===== config.mk =====
export PLATFORM = sky130hd
export DESIGN_NAME = mi_line_ctrl
export DESIGN_NICKNAME = d
export VERILOG_FILES = /design/src/rtl/mi_pkg.sv /design/src/rtl/mi_event_sel.sv /design/src/rtl/mi_transition.sv /design/src/rtl/mi_msg_delay.sv /design/src/rtl/mi_line_ctrl.sv
export SDC_FILE = /design/constraint.sdc
export NUM_CORES = 1
export LEC_CHECK = 0
export BUFFER_PORTS_ARGS = -buffer_cell sky130_fd_sc_hd__buf_2
export CAP_MARGIN = 10
export CORE_AREA = 2 2 135 137
export CTS_CLUSTER_DIAMETER = 80
export CTS_CLUSTER_SIZE = 16
export DETAILED_ROUTE_END_ITERATION = 10
export DIE_AREA = 0 0 137 139
export GPL_TIMING_DRIVEN = 1
export PLACE_DENSITY_LB_ADDON = 0.08
export SETUP_SLACK_MARGIN = 0.1
export SYNTH_ARGS = -nofsm -noshare
export SYNTH_HDL_FRONTEND = slang
export SYNTH_SLANG_ARGS = --single-unit

===== constraint.sdc =====
create_clock -name clk_i -period 1.9 [get_ports clk_i]
set_input_delay 0.38 -clock clk_i [delete_from_list [all_inputs] [get_ports clk_i]]
set_output_delay 0.38 -clock clk_i [all_outputs]
set_load 0.1 [all_outputs]

===== src/rtl/mi_pkg.sv =====
package mi_pkg;
  typedef enum logic [2:0] {ST_I, ST_M, ST_IS, ST_IM, ST_MI, ST_MII, ST_II} state_e;

  typedef enum logic [3:0] {
    EV_NONE, EV_READ, EV_WRITE, EV_REPL, EV_TAKE, EV_INV, EV_WB_OK, EV_WB_REJ, EV_FILL
  } event_e;

  localparam logic [1:0] OP_LOAD   = 2'd0;
  localparam logic [1:0] OP_FETCH  = 2'd1;
  localparam logic [1:0] OP_STORE  = 2'd2;
  localparam logic [1:0] OP_ATOMIC = 2'd3;

  localparam logic [1:0] FWD_TAKE   = 2'd0;
  localparam logic [1:0] FWD_INV    = 2'd1;
  localparam logic [1:0] FWD_WB_OK  = 2'd2;
  localparam logic [1:0] FWD_WB_REJ = 2'd3;

  localparam logic REQ_OWN = 1'b0;
  localparam logic REQ_WB  = 1'b1;

  typedef struct packed {
    state_e nxt;
    logic   stall;
    logic   err;
    logic   hit;
    logic   fill;
    logic   own_req;
    logic   wb_req;
    logic   send_dat;
    logic   dat_from_wb;
    logic   evict;
    logic   wb_load;
  } action_t;
endpackage


===== src/rtl/mi_event_sel.sv =====
module mi_event_sel
  import mi_pkg::*;
(
  input  logic       cpu_valid_i,
  input  logic [1:0] cpu_op_i,
  input  logic       repl_valid_i,
  input  logic       fwd_valid_i,
  input  logic [1:0] fwd_kind_i,
  input  logic       fill_valid_i,
  output event_e     ev_o
);
  always_comb begin
    ev_o = EV_NONE;
    if (fill_valid_i) begin
      ev_o = EV_FILL;
    end else if (fwd_valid_i) begin
      unique case (fwd_kind_i)
        FWD_TAKE:  ev_o = EV_TAKE;
        FWD_INV:   ev_o = EV_INV;
        FWD_WB_OK: ev_o = EV_WB_OK;
        default:   ev_o = EV_WB_REJ;
      endcase
    end else if (repl_valid_i) begin
      ev_o = EV_REPL;
    end else if (cpu_valid_i) begin
      ev_o = (cpu_op_i == OP_STORE || cpu_op_i == OP_ATOMIC) ? EV_WRITE : EV_READ;
    end
  end
endmodule


===== src/rtl/mi_transition.sv =====
module mi_transition
  import mi_pkg::*;
(
  input  state_e  state_i,
  input  event_e  ev_i,
  output action_t act_o
);
  always_comb begin
    act_o     = '0;
    act_o.nxt = state_i;
    if (ev_i inside {EV_READ, EV_WRITE, EV_REPL} && !(state_i inside {ST_I, ST_M})) begin
      act_o.stall = 1'b1;
    end else if (ev_i inside {EV_TAKE, EV_INV} && state_i inside {ST_IS, ST_IM}) begin
      act_o.stall = 1'b1;
    end else if (ev_i != EV_NONE) begin
      case (state_i)
        ST_I: case (ev_i)
          EV_READ:         begin act_o.nxt = ST_IS; act_o.own_req = 1'b1; end
          EV_WRITE:        begin act_o.nxt = ST_IM; act_o.own_req = 1'b1; end
          EV_REPL, EV_INV: ;
          default:         act_o.err = 1'b1;
        endcase
        ST_M: case (ev_i)
          EV_READ, EV_WRITE: act_o.hit = 1'b1;
          EV_TAKE: begin
            act_o.send_dat = 1'b1;
            act_o.evict    = 1'b1;
            act_o.nxt      = ST_I;
          end
          EV_REPL, EV_INV: begin
            act_o.wb_load = 1'b1;
            act_o.wb_req  = 1'b1;
            act_o.evict   = 1'b1;
            act_o.nxt     = ST_MI;
          end
          default: act_o.err = 1'b1;
        endcase
        ST_IS, ST_IM: begin
          if (ev_i == EV_FILL) begin
            act_o.fill = 1'b1;
            act_o.nxt  = ST_M;
          end else begin
            act_o.err = 1'b1;
          end
        end
        ST_MI: case (ev_i)
          EV_WB_OK:  act_o.nxt = ST_I;
          EV_WB_REJ: act_o.nxt = ST_MII;
          EV_TAKE: begin
            act_o.send_dat    = 1'b1;
            act_o.dat_from_wb = 1'b1;
            act_o.nxt         = ST_II;
          end
          EV_INV:  ;
          default: act_o.err = 1'b1;
        endcase
        ST_MII: begin
          if (ev_i == EV_TAKE) begin
            act_o.send_dat    = 1'b1;
            act_o.dat_from_wb = 1'b1;
            act_o.nxt         = ST_I;
          end else begin
            act_o.err = 1'b1;
          end
        end
        ST_II: begin
          if (ev_i == EV_WB_REJ) act_o.nxt = ST_I;
          else                   act_o.err = 1'b1;
        end
        default: act_o.nxt = ST_I;
      endcase
    end
  end
endmodule


===== src/rtl/mi_msg_delay.sv =====
module mi_msg_delay #(
  parameter int LAT = 2,
  parameter int W   = 8
) (
  input  logic         clk_i,
  input  logic         rst_ni,
  input  logic         valid_i,
  input  logic [W-1:0] data_i,
  output logic         valid_o,
  output logic [W-1:0] data_o
);
  generate
    if (LAT == 0) begin : g_pass
      assign valid_o = valid_i;
      assign data_o  = data_i;
    end else begin : g_pipe
      logic [LAT-1:0] vld_q;
      logic [W-1:0]   pay_q [LAT];

      always_ff @(posedge clk_i or negedge rst_ni) begin
        if (!rst_ni) begin
          vld_q <= '0;
        end else begin
          vld_q[0] <= valid_i;
          for (int i = 1; i < LAT; i++) vld_q[i] <= vld_q[i-1];
        end
      end

      always_ff @(posedge clk_i) begin
        pay_q[0] <= data_i;
        for (int i = 1; i < LAT; i++) pay_q[i] <= pay_q[i-1];
      end

      assign valid_o = vld_q[LAT-1];
      assign data_o  = pay_q[LAT-1];
    end
  endgenerate
endmodule


===== src/rtl/mi_line_ctrl.sv =====
module mi_line_ctrl
  import mi_pkg::*;
#(
  parameter int DATA_W  = 16,
  parameter int ID_W    = 3,
  parameter int REQ_LAT = 2,
  parameter int RSP_LAT = 12
) (
  input  logic              clk_i,
  input  logic              rst_ni,
  input  logic              evict_en_i,
  input  logic              cpu_valid_i,
  input  logic [1:0]        cpu_op_i,
  input  logic [DATA_W-1:0] cpu_wdata_i,
  output logic              cpu_ready_o,
  input  logic              repl_valid_i,
  output logic              repl_ready_o,
  input  logic              fwd_valid_i,
  input  logic [1:0]        fwd_kind_i,
  input  logic [ID_W-1:0]   fwd_src_i,
  output logic              fwd_ready_o,
  input  logic              fill_valid_i,
  input  logic [DATA_W-1:0] fill_data_i,
  output logic              fill_ready_o,
  output logic              req_valid_o,
  output logic              req_kind_o,
  output logic [DATA_W-1:0] req_data_o,
  output logic              dat_valid_o,
  output logic [ID_W-1:0]   dat_dst_o,
  output logic [DATA_W-1:0] dat_data_o,
  output logic              done_o,
  output logic              done_store_o,
  output logic              done_ext_o,
  output logic [DATA_W-1:0] done_data_o,
  output logic              evict_o,
  output logic              err_o
);
  localparam int REQ_PW = 1 + DATA_W;
  localparam int DAT_PW = ID_W + DATA_W;

  state_e            state_q;
  event_e            ev;
  action_t           act;
  logic              fire;
  logic [DATA_W-1:0] line_q, wb_q, pend_q, line_d;
  logic              err_q, evict_q;
  logic              done_q, done_store_q, done_ext_q;
  logic [DATA_W-1:0] done_data_q;
  logic [REQ_PW-1:0] req_pay_in, req_pay_out;
  logic [DAT_PW-1:0] dat_pay_in, dat_pay_out;

  mi_event_sel u_sel (
    .cpu_valid_i (cpu_valid_i),
    .cpu_op_i    (cpu_op_i),
    .repl_valid_i(repl_valid_i),
    .fwd_valid_i (fwd_valid_i),
    .fwd_kind_i  (fwd_kind_i),
    .fill_valid_i(fill_valid_i),
    .ev_o        (ev)
  );

  mi_transition u_fsm (
    .state_i(state_q),
    .ev_i   (ev),
    .act_o  (act)
  );

  assign fire         = (ev != EV_NONE) && !act.stall;
  assign cpu_ready_o  = fire && (ev inside {EV_READ, EV_WRITE});
  assign repl_ready_o = fire && (ev == EV_REPL);
  assign fwd_ready_o  = fire && (ev inside {EV_TAKE, EV_INV, EV_WB_OK, EV_WB_REJ});
  assign fill_ready_o = fire && (ev == EV_FILL);

  // write miss: the pending store data overrides the filled line
  always_comb begin
    line_d = line_q;
    if (fire && act.hit && ev == EV_WRITE) line_d = cpu_wdata_i;
    else if (fire && act.fill)             line_d = (state_q == ST_IM) ? pend_q : fill_data_i;
  end

  always_ff @(posedge clk_i or negedge rst_ni) begin
    if (!rst_ni) begin
      state_q      <= ST_I;
      line_q       <= '0;
      wb_q         <= '0;
      pend_q       <= '0;
      err_q        <= 1'b0;
      evict_q      <= 1'b0;
      done_q       <= 1'b0;
      done_store_q <= 1'b0;
      done_ext_q   <= 1'b0;
      done_data_q  <= '0;
    end else begin
      if (fire) state_q <= act.nxt;
      line_q <= line_d;
      if (fire && act.own_req) pend_q <= cpu_wdata_i;
      if (fire && act.wb_load) wb_q <= line_q;
      err_q        <= err_q | (fire && act.err);
      evict_q      <= fire && act.evict && evict_en_i;
      done_q       <= fire && (act.hit || act.fill);
      done_store_q <= fire && (act.fill ? (state_q == ST_IM) : (act.hit && ev == EV_WRITE));
      done_ext_q   <= fire && act.fill;
      done_data_q  <= line_d;
    end
  end

  assign req_pay_in = {act.wb_req, act.wb_req ? line_q : {DATA_W{1'b0}}};
  assign dat_pay_in = {fwd_src_i, act.dat_from_wb ? wb_q : line_q};

  mi_msg_delay #(.LAT(REQ_LAT), .W(REQ_PW)) u_req_dly (
    .clk_i  (clk_i),
    .rst_ni (rst_ni),
    .valid_i(fire && (act.own_req || act.wb_req)),
    .data_i (req_pay_in),
    .valid_o(req_valid_o),
    .data_o (req_pay_out)
  );

  mi_msg_delay #(.LAT(RSP_LAT), .W(DAT_PW)) u_dat_dly (
    .clk_i  (clk_i),
    .rst_ni (rst_ni),
    .valid_i(fire && act.send_dat),
    .data_i (dat_pay_in),
    .valid_o(dat_valid_o),
    .data_o (dat_pay_out)
  );

  assign req_kind_o   = req_pay_out[REQ_PW-1];
  assign req_data_o   = req_pay_out[DATA_W-1:0];
  assign dat_dst_o    = dat_pay_out[DAT_PW-1:DATA_W];
  assign dat_data_o   = dat_pay_out[DATA_W-1:0];
  assign done_o       = done_q;
  assign done_store_o = done_store_q;
  assign done_ext_o   = done_ext_q;
  assign done_data_o  = done_data_q;
  assign evict_o      = evict_q;
  assign err_o        = err_q;
endmodule


After elaboration in Yosys (flattened, before gate mapping) --
Memory sizes are Yosys's and may differ from the RTL's. Index checks and enable logic that the tools add are counted.
Operators by class: multiplexer cells 44, bitwise operators 3, eq/ne operators 24, reduce and logical (&&, ||, !) cells 44
Operator list (count):
- two-way mux 16 bit | 5
- two-way mux 9 bit | 3
- logical AND 1 bit | 20
- two-way mux 1 bit | 19
- one-hot mux 3 bit (6 select lines) | 1
- == test 4 x 3 -> 1 bit, second input constant | 4
- two-way mux 4 bit | 4
- one-hot mux 3 bit (2 select lines) | 2
- AND reduction 10 bit | 1
- nonzero test 2 bit | 5
- == test 3 bit, second input constant | 3
- two-way mux 3 bit | 3
- one-hot mux 3 bit (3 select lines) | 1
- == test 4 x 2 -> 1 bit, second input constant | 2
- nonzero test 4 bit | 2
- OR reduction 2 bit | 4
- OR reduction 4 bit | 2
- == test 2 bit, second input constant | 3
- == test 3 x 2 -> 1 bit, second input constant | 2
- two-way mux 2 bit | 3
- inequality test 2 bit, second input constant | 3
- inequality test 3 bit, second input constant | 2
- one-hot mux 1 bit (6 select lines) | 1
- one-hot mux 2 bit (3 select lines) | 1
- 15 further kinds | 19
Storage, ports and cells: bits in writable memories 262, register bits after elaboration 70, logic and storage cells 128, memories kept 2, output and inout bits 63
Memories:
- u_dat_dly.g_pipe.pay_q | words 12, width 19, read ports 12, clocked after Yosys merged registers in 0, write ports 12, RTL line mi_msg_delay.sv:18 | logic [W-1:0] pay_q [LAT];
- u_req_dly.g_pipe.pay_q | words 2, width 17, read ports 2, clocked after Yosys merged registers in 0, write ports 2, RTL line mi_msg_delay.sv:18

Longest topological paths before layout --
Gate-level depths: netlist of run 1.
depth after elaboration 17, gate-level depth with buffers 6, gate-level depth less buffers 5

Modules after synthesis --
A second synthesis of run 1 with hierarchy kept.
Unflattened totals: cell total of the unflattened synthesis 658, area total of the unflattened synthesis 9306.4 um^2
Modules (own cells, without submodules):
- mi_msg_delay (u_dat_dly) | cells an instance 259, instances 1, area each 5007.3 um^2
- mi_line_ctrl | cells an instance 259, instances 1, area each 2811.4 um^2
- mi_msg_delay (u_req_dly) | cells an instance 53, instances 1, area each 858.3 um^2
- mi_transition | cells an instance 78, instances 1, area each 576.8 um^2
- mi_event_sel | cells an instance 9, instances 1, area each 52.6 um^2

Least setup slack after synthesis of run 1 --
No wires, ideal clock.
path type input -> output, start input fill_valid_i, end output repl_ready_o, data required time 1.520 ns, data arrival time 3.080 ns, setup slack -1.560 ns, path buffers 1, stages on the path 3, cell sequence buf_2 -> a211o_1 -> a211oi_1
Between the ends: cells in the longest elaborated chain, start to end 9, elaborated cells between the ends (all ways) 16, classes of those cells eq/ne (5); mux (3); reduce/logical (8)
RTL lines:
- from (decl) | RTL line mi_line_ctrl.sv:22 | input logic fill_valid_i,
- two-way mux 4 bit * | RTL line mi_event_sel.sv:14 | if (fill_valid_i) begin
- == test 4 x 3 -> 1 bit | RTL line mi_transition.sv:13 | end else if (ev_i inside {EV_TAKE, EV_INV} && state_i inside {ST_IS, ST_IM}) begin
- nonzero test 2 bit | RTL line mi_transition.sv:13
- logical AND 1 bit | RTL line mi_transition.sv:13
- two-way mux 1 bit | RTL line mi_transition.sv:13
- two-way mux 1 bit | RTL line mi_transition.sv:11 | if (ev_i inside {EV_READ, EV_WRITE, EV_REPL} && !(state_i inside {ST_I, ST_M})) begin
- logical NOT 1 bit | RTL line mi_line_ctrl.sv:68 | assign fire = (ev != EV_NONE) && !act.stall;
- logical AND 1 bit | RTL line mi_line_ctrl.sv:68
- logical AND 1 bit * | RTL line mi_line_ctrl.sv:70 | assign repl_ready_o = fire && (ev == EV_REPL);
- to (decl) | RTL line mi_line_ctrl.sv:17 | output logic repl_ready_o,
Mark *: on every way between the ends. The rest lies on a longest branch, timed or not.

Worst setup path after layout of run 1 --
start register state_q[1], end output cpu_ready_o
Between the ends: cells in the longest elaborated chain, start to end 8, elaborated cells between the ends (all ways) 14, classes of those cells eq/ne (3); mux (2); reduce/logical (9)
RTL lines:
- from (decl) | RTL line mi_line_ctrl.sv:41 | state_e state_q;
- from (signal assigned) | RTL line mi_line_ctrl.sv:94 | if (fire) state_q <= act.nxt;
- == test 3 x 2 -> 1 bit (tied with other cells) | RTL line mi_transition.sv:13
- nonzero test 2 bit (on tied branches) | RTL line mi_transition.sv:13, mi_transition.sv:11
- logical AND 1 bit or logical NOT 1 bit (tied branches) | RTL line mi_transition.sv:13, mi_transition.sv:11
- two-way mux 1 bit or logical AND 1 bit (tied branches) | RTL line mi_transition.sv:13, mi_transition.sv:11
- two-way mux 1 bit * | RTL line mi_transition.sv:11
- logical NOT 1 bit * | RTL line mi_line_ctrl.sv:68
- logical AND 1 bit * | RTL line mi_line_ctrl.sv:68
- logical AND 1 bit * | RTL line mi_line_ctrl.sv:69 | assign cpu_ready_o = fire && (ev inside {EV_READ, EV_WRITE});
- to (decl) | RTL line mi_line_ctrl.sv:15 | output logic cpu_ready_o,
Marks and branches as above.

==> qor.csv, run 1 <==
metric,value,unit
clock-pin slew on the worst setup and hold paths,0.07,ns
initial antenna violation count,0,
crit path cell chain,buf_12 > nor2_4 > o21ai_2 > a22o_1 > nor2_4 > buf_12,
critical path type,flip-flop to output port,
synthesized instance count,581,
register area share after synthesis,0.7781,
RSZ-0062 raised after global routing,yes,
final instance area,0.01093,mm2
CTS Buffer Depth,3,
Worst-Skew Late Latency,0.52,ns
Critical path buffers and inverters,2,
Num CTS Buffers,25,
Initial DRC Count,183,
Worst EP arrival,1.81,ns
total congestion overflow,0,
DIE WIDTH,137,um
Fill cells,1370,
CTS tree,yes,
share of cells above drive strength 1,0.3701,
post-synth top area share,0.5833,
CP Launch Type,flip-flop,
Yosys warning total,0,
MaxCap Viol Count,0,
Vias,4336,
Pwr Density,1797,mW/mm2
"commonest non-fill, non-tap cell in the layout",dfxtp_1,
Tmin final,2.186,ns
Mapped Area,0.008992,mm2
largest cells by area after synthesis,"dfxtp_1, dfrtp_1, mux2_2, buf_4, mux2_1",
fmax,0.4574,GHz
Max stage delay on crit path,0.40,ns
asr flop ratio synth,0.2108,
Ports,109,
count of input and output buffers,107,
vias in the first global route,4431,
DR pass1 iterations,4,
RePlAce Congestion,0.7376,
WP data required,1.52,ns
Ant. Diodes,0,
largest net degree at the start of global routing,53,
DRC violations left,0,
Nets,754,
violated checks,negative setup slack,
post-synthesis adder-cell area fraction,0,
first-pass GRT wire length,21.89,mm
CTS root buffer,clkbuf_16,
Max-slew headroom,0.6459,
die footprint,0.01904,mm2
Final period util,1.151,
Clock Skews,0.02536,ns
Syn Nets,627,
status,"complete, but fails checks",
XOR/XNOR share of the synthesized area,0.001948,
Synth cell types,49,
GRT Util Overall,0.1439,
post-DP HPWL,8.470,mm
maximum vdd drop,1.318,mV
Pleak,5.107,nW
most frequent cells in the layout,"dfxtp_1, buf_2, dfrtp_1",
Initial Util,0.5093,
core region area,0.01766,mm2
min-delay worst type,primary input to flip-flop,
crit end category,output port,
worst setup margin,-0.2864,ns
post-synthesis register bit count,332,
Synth area leader,dfxtp_1,
fraction of the mapped netlist area in compound gates,0.02783,
most common flop cell mapped by yosys,dfxtp_1,
Die H,139,um
final hold vios,0,
Layout area overhead,21.57,%
Layout Utilization,0.6191,
Synth Area per Inst,15.48,um2
placed instance area,0.009784,mm2
Worst path top cell family by delay,flip-flops,
Final ANT Viol Nets,0,
mux cell area share after synthesis,0.09768,
row count,49,
largest family of logic cells by synthesized area,multiplexers,
depth of the CTS H-tree,1,
number of synthesized flops with an enable pin,0,
measured slew at the worst slew-check pin,0.5312,ns
Simple-Gate Fraction of Synth Area,0.05176,
Slowest cell on crit path,dfrtp_1,
"Power, Total",19.64,mW
worst hold slack,0.1000,ns
CTS Sinks,332,
DR vias/cell,4.588,
final number of setup-violating endpoints,4,
count of pins over their slew limit,0,
routed wire length per instance,14.75,um
WL final,13.94,mm
worst-path fanout max,4,
-- worst min-delay path, cell delays in order --
cell	delay (ns)
buf_2	0.09
nor2_1	0.04
nor2_1	0.08
-- Yosys cell counts, types with 5 or more instances --
master	n
and2_1	16
buf_4	38
clkbuf_1	5
dfrtp_1	70
dfxtp_1	262
mux2_1	16
mux2_2	38
mux2_4	10
mux2i_1	12
nand2_1	18
nor2_1	17
nor2b_1	5
o21ai_0	16
o22ai_1	5
-- power breakdown --
part / switching (mW) / leakage [nW] / internal (mW)
combinational: 3.36 / 1.68 / 1.26
clock: 2.14 / 0.332 / 2.40
sequential: 0.900 / 3.09 / 9.59
total: 6.40 / 5.11 / 13.2
-- kinds of logic after synthesis --
group / after synthesis
AOI/OAI and AO/OA: 37
buffers and inverters: 55
muxes: 76
xor gates and xnor gates: 2
DFF: 332
and+or+nand+nor: 79
-- worst paths after layout --
path | endpoint | depth (start not counted) | from | slack (ns)
min in group asynchronous | state_q[1]$_DFFE_PN0P_ | 2 | rst_ni | 0.37
worst max-delay path | cpu_ready_o | 6 | state_q[1]$_DFFE_PN0P_ | -0.29
worst min register to register | u_dat_dly.g_pipe.pay_q[3][12]$_DFF_P_ | 0 | u_dat_dly.g_pipe.pay_q[2][31]$_DFF_P_ | 0.32
worst max register to register | err_o$_DFF_PN0_ | 8 | state_q[1]$_DFFE_PN0P_ | -0.07
max in group asynchronous | pend_q[10]$_DFFE_PN0P_ | 3 | rst_ni | 0.87
worst min-delay path | done_data_o[1]$_DFFE_PN0P_ | 3 | cpu_wdata_i[1] | 0.10
-- flip-flops by register name (all words and copies together), names as in the netlist --
name / flops
u_dat_dly.g_pipe.pay_q: 228
u_req_dly.g_pipe.pay_q: 34
done_data_o: 16
pend_q: 16
wb_q: 16
u_dat_dly.g_pipe.vld_q: 12
state_q: 3
u_req_dly.g_pipe.vld_q: 2
done_ext_o: 1
done_o: 1
done_store_o: 1
err_o: 1
evict_o: 1
-- area by class of cell --
class                      instances  area (um2)  share of cell area
sequential                       332        6998              0.6402
multi-input combinational        194        1799              0.1646
timing repair buffer             151        1150              0.1052
clock buffer                      31       648.1             0.05929
tap                              229       286.5             0.02621
clock inverter                     4       35.03            0.003205
inverter                           4       15.01            0.001373
-- metal layers --
metal  GRT usage  wire length [um]  vias to the layer above
met4     0.04232               212                        0
met3     0.03180               677                       17
met2      0.2255              6532                       93
met1      0.2012              6518                     2108
met5           0                 0                        -
li1            -                 -                     2118
-- timing repair --
| action | in CTS | in global routing |
|---|---|---|
| endpoints found under the hold margin | 21 | 0 |
| buffers inserted | 5 | 7 |
| gates cloned | 0 | 5 |
| hold buffers | 4 | 0 |
| gates resized for setup | 16 | 51 |
| pin swaps | 5 | 20 |
| setup endpoints to repair | 18 | 28 |
-- per-stage QoR --
stage | instances | TNS [ns] | worst slack (ns)
after CTS | 933 | -0.6918 | -0.3046
after global placement | 889 | -0.05952 | -0.01554
final | 945 | -0.6191 | -0.2864
after global routing | 945 | -1.052 | -0.3651
after detailed placement | 889 | -0.1777 | -0.02046
after floorplan | 581 | -0.1032 | -0.1032
Power figures use the tool's default switching activity.
==> run 2: changes to the inputs <==
--- a/config.mk
+++ b/config.mk
@@ -13,7 +13,7 @@
 export DETAILED_ROUTE_END_ITERATION = 10
 export DIE_AREA = 0 0 137 139
 export GPL_TIMING_DRIVEN = 1
-export PLACE_DENSITY_LB_ADDON = 0.08
+export PLACE_DENSITY = 0.73
 export SETUP_SLACK_MARGIN = 0.1
 export SYNTH_ARGS = -nofsm -noshare
 export SYNTH_HDL_FRONTEND = slang
==> constraint.sdc (replaced) <==
create_clock -name clk_i -period 2.8 [get_ports clk_i]
set_input_delay 0.56 -clock clk_i [delete_from_list [all_inputs] [get_ports clk_i]]
set_output_delay 0.56 -clock clk_i [all_outputs]
set_load 0.1 [all_outputs]
==> qor.csv, run 2 (synthesis gave the netlist of run 1 again) <==
metric,value,unit,change
post-DP HPWL,8.039,mm,was 8.470 mm
count of pins over their slew limit,0,,unchanged
total setup buffers inserted after CTS,0,,was 5
post-CTS sizing,2,,was 16
DRC violations left,0,,unchanged
Ant. Diodes,0,,unchanged
vias in the first global route,4255,,was 4431
CTS root buffer,clkbuf_16,,unchanged
Placed Instances,869,,was 889
Regs by FF count,"u_dat_dly.g_pipe.pay_q x228, u_req_dly.g_pipe.pay_q x34",,unchanged
final instance area,0.01017,mm2,was 0.01093 mm2
multi-input logic area,0.001624,mm2,was 0.001799 mm2
maximum vdd drop,0.8483,mV,was 1.318 mV
critical path type,flip-flop to output port,,unchanged
most flop-heavy register,u_dat_dly.g_pipe.pay_q,,unchanged
Largest register FFs,228,,unchanged
DR pass1 iterations,4,,unchanged
CTS Buffer Depth,3,,unchanged
"reg-to-reg slack, setup",0.71,ns,was -0.07 ns
largest net degree at the start of global routing,71,,was 53
Layout Utilization,0.5758,,was 0.6191
fmax,0.3883,GHz,
measured slew at the worst slew-check pin,0.8836,ns,was 0.5312 ns
"commonest non-fill, non-tap cell in the layout",dfxtp_1,,unchanged
Pleak,4.713,nW,was 5.107 nW
Tmin final,2.575,ns,
Num CTS Buffers,24,,was 25
hold-fix buffers at CTS,0,,was 4
first-pass GRT wire length,20.37,mm,was 21.89 mm
RePlAce Congestion,0.8605,,was 0.7376
initial antenna violation count,0,,unchanged
Final ANT Viol Nets,0,,unchanged
Final period util,0.9197,,
min-delay worst type,primary input to flip-flop,,unchanged
depth of the CTS H-tree,1,,unchanged
Storage cell area,0.006999,mm2,was 0.006998 mm2
CTS Sinks,332,,unchanged
Nets,712,,was 754
GRT Util Overall,0.1317,,was 0.1439
DIE WIDTH,137,um,unchanged
WP data required,2.24,ns,was 1.52 ns
clock-pin slew on the worst setup and hold paths,0.08,ns,was 0.07 ns
routed wire length per instance,13.85,um,was 14.75 um
most frequent cells in the layout,"dfxtp_1, buf_2, dfrtp_1",,unchanged
status,completed,,"was complete, but fails checks"
Layout area overhead,13.05,%,was 21.57%
final number of setup-violating endpoints,0,,was 4
Worst EP arrival,2.02,ns,was 1.81 ns
die footprint,0.01904,mm2,unchanged
WL final,12.50,mm,was 13.94 mm
Initial DRC Count,231,,was 183
Die H,139,um,unchanged
MaxCap Viol Count,0,,unchanged
count of input and output buffers,107,,unchanged
total congestion overflow,0,,unchanged
core region area,0.01766,mm2,unchanged
placed instance area,0.009475,mm2,was 0.009784 mm2
CTS tree,yes,,unchanged
Clock Skews,0.01248,ns,was 0.02536 ns
Max-slew headroom,0.4109,,was 0.6459
final hold vios,0,,unchanged
row count,49,,unchanged
DR vias/cell,4.666,,was 4.588
fin cells,902,,was 945
Pwr Density,1276,mW/mm2,was 1797 mW/mm2
CP Launch Type,flip-flop,,unchanged
RSZ-0062 raised after global routing,no,,was yes
worst-path fanout max,13,,was 4
share of cells above drive strength 1,0.2972,,was 0.3701
Ports,109,,unchanged
Vias,4209,,was 4336
Fill cells,1411,,was 1370
crit end category,output port,,unchanged
Initial Util,0.5093,,unchanged
Worst-Skew Late Latency,0.51,ns,was 0.52 ns
==> run 2: changes by cell type in the layout (fill, tap and decap cells not counted), moves of 3 or more <==
cell	change
mux2_4	-18
buf_2	+16
clkbuf_16	-4
dlygate4sd3_1	-4
o22ai_2	-3
buf_12	-10
buf_4	-34
mux2_1	+10
o21ai_1	-12
o22ai_1	+3
o21ai_0	+13
mux2_2	+8
==> run 2: power breakdown <==
part / switching [mW] / internal, mW / leakage [nW]
combinational: 2.21 / 0.603 / 1.30
sequential: 0.574 / 6.50 / 3.09
clock: 1.41 / 1.67 / 0.329
==> run 2: area by class of cell <==
type | instances | area share
flip-flops and latches | 332 | 0.6885
inverters | 4 | 0.001477
clock buffers | 33 | 0.06658
repair buffers | 110 | 0.05551
multi-input cells | 194 | 0.1598
well taps | 229 | 0.02818
==> run 2: final timing paths <==
check	endpoint	start	cells past startpoint
min in group asynchronous	evict_o$_DFF_PN0_	rst_ni	2
hold / removal	u_dat_dly.g_pipe.pay_q[0][16]$_DFF_P_	fwd_src_i[0]	1
setup / recovery	cpu_ready_o	state_q[1]$_DFFE_PN0P_	5
max in group asynchronous	state_q[2]$_DFFE_PN0P_	rst_ni	2
hold reg to reg	u_dat_dly.g_pipe.pay_q[0][27]$_DFF_P_	u_dat_dly.g_pipe.pay_q[0][8]$_DFF_P_	0
setup reg to reg	done_data_o[10]$_DFFE_PN0P_	state_q[1]$_DFFE_PN0P_	6
==> run 2: critical path, cell delays in order (launching register included) <==
cell     delay [ns]
dfrtp_2        0.52
nor2_4         0.24
o21ai_0        0.14
a22o_1         0.25
nor2_2         0.12
buf_6          0.23
==> run 2: routing by layer <==
layer,global-route usage,part of all wire,up-vias,routed length [um]
li1,-,-,2044,-
met1,0.1725,0.44,1975,5502
met2,0.2111,0.46,154,5759
met3,0.03216,0.073,36,913
met4,0.05100,0.026,0,319
met5,0,0,-,0
==> run 2: stage by stage <==
stage	total power [mW]	hold WS, ns	setup WS (ns)	TNS [ns]
after floorplan	9.585	0.2644	-0.06122	-0.06122
after global placement	9.865	0.3099	0.4670	0
after detailed placement	10.03	0.3121	0.4262	0
after CTS	13.12	0.1345	0.1067	0
after global routing	13.57	0.1348	0.1287	0
final	12.97	0.1565	0.2247	0
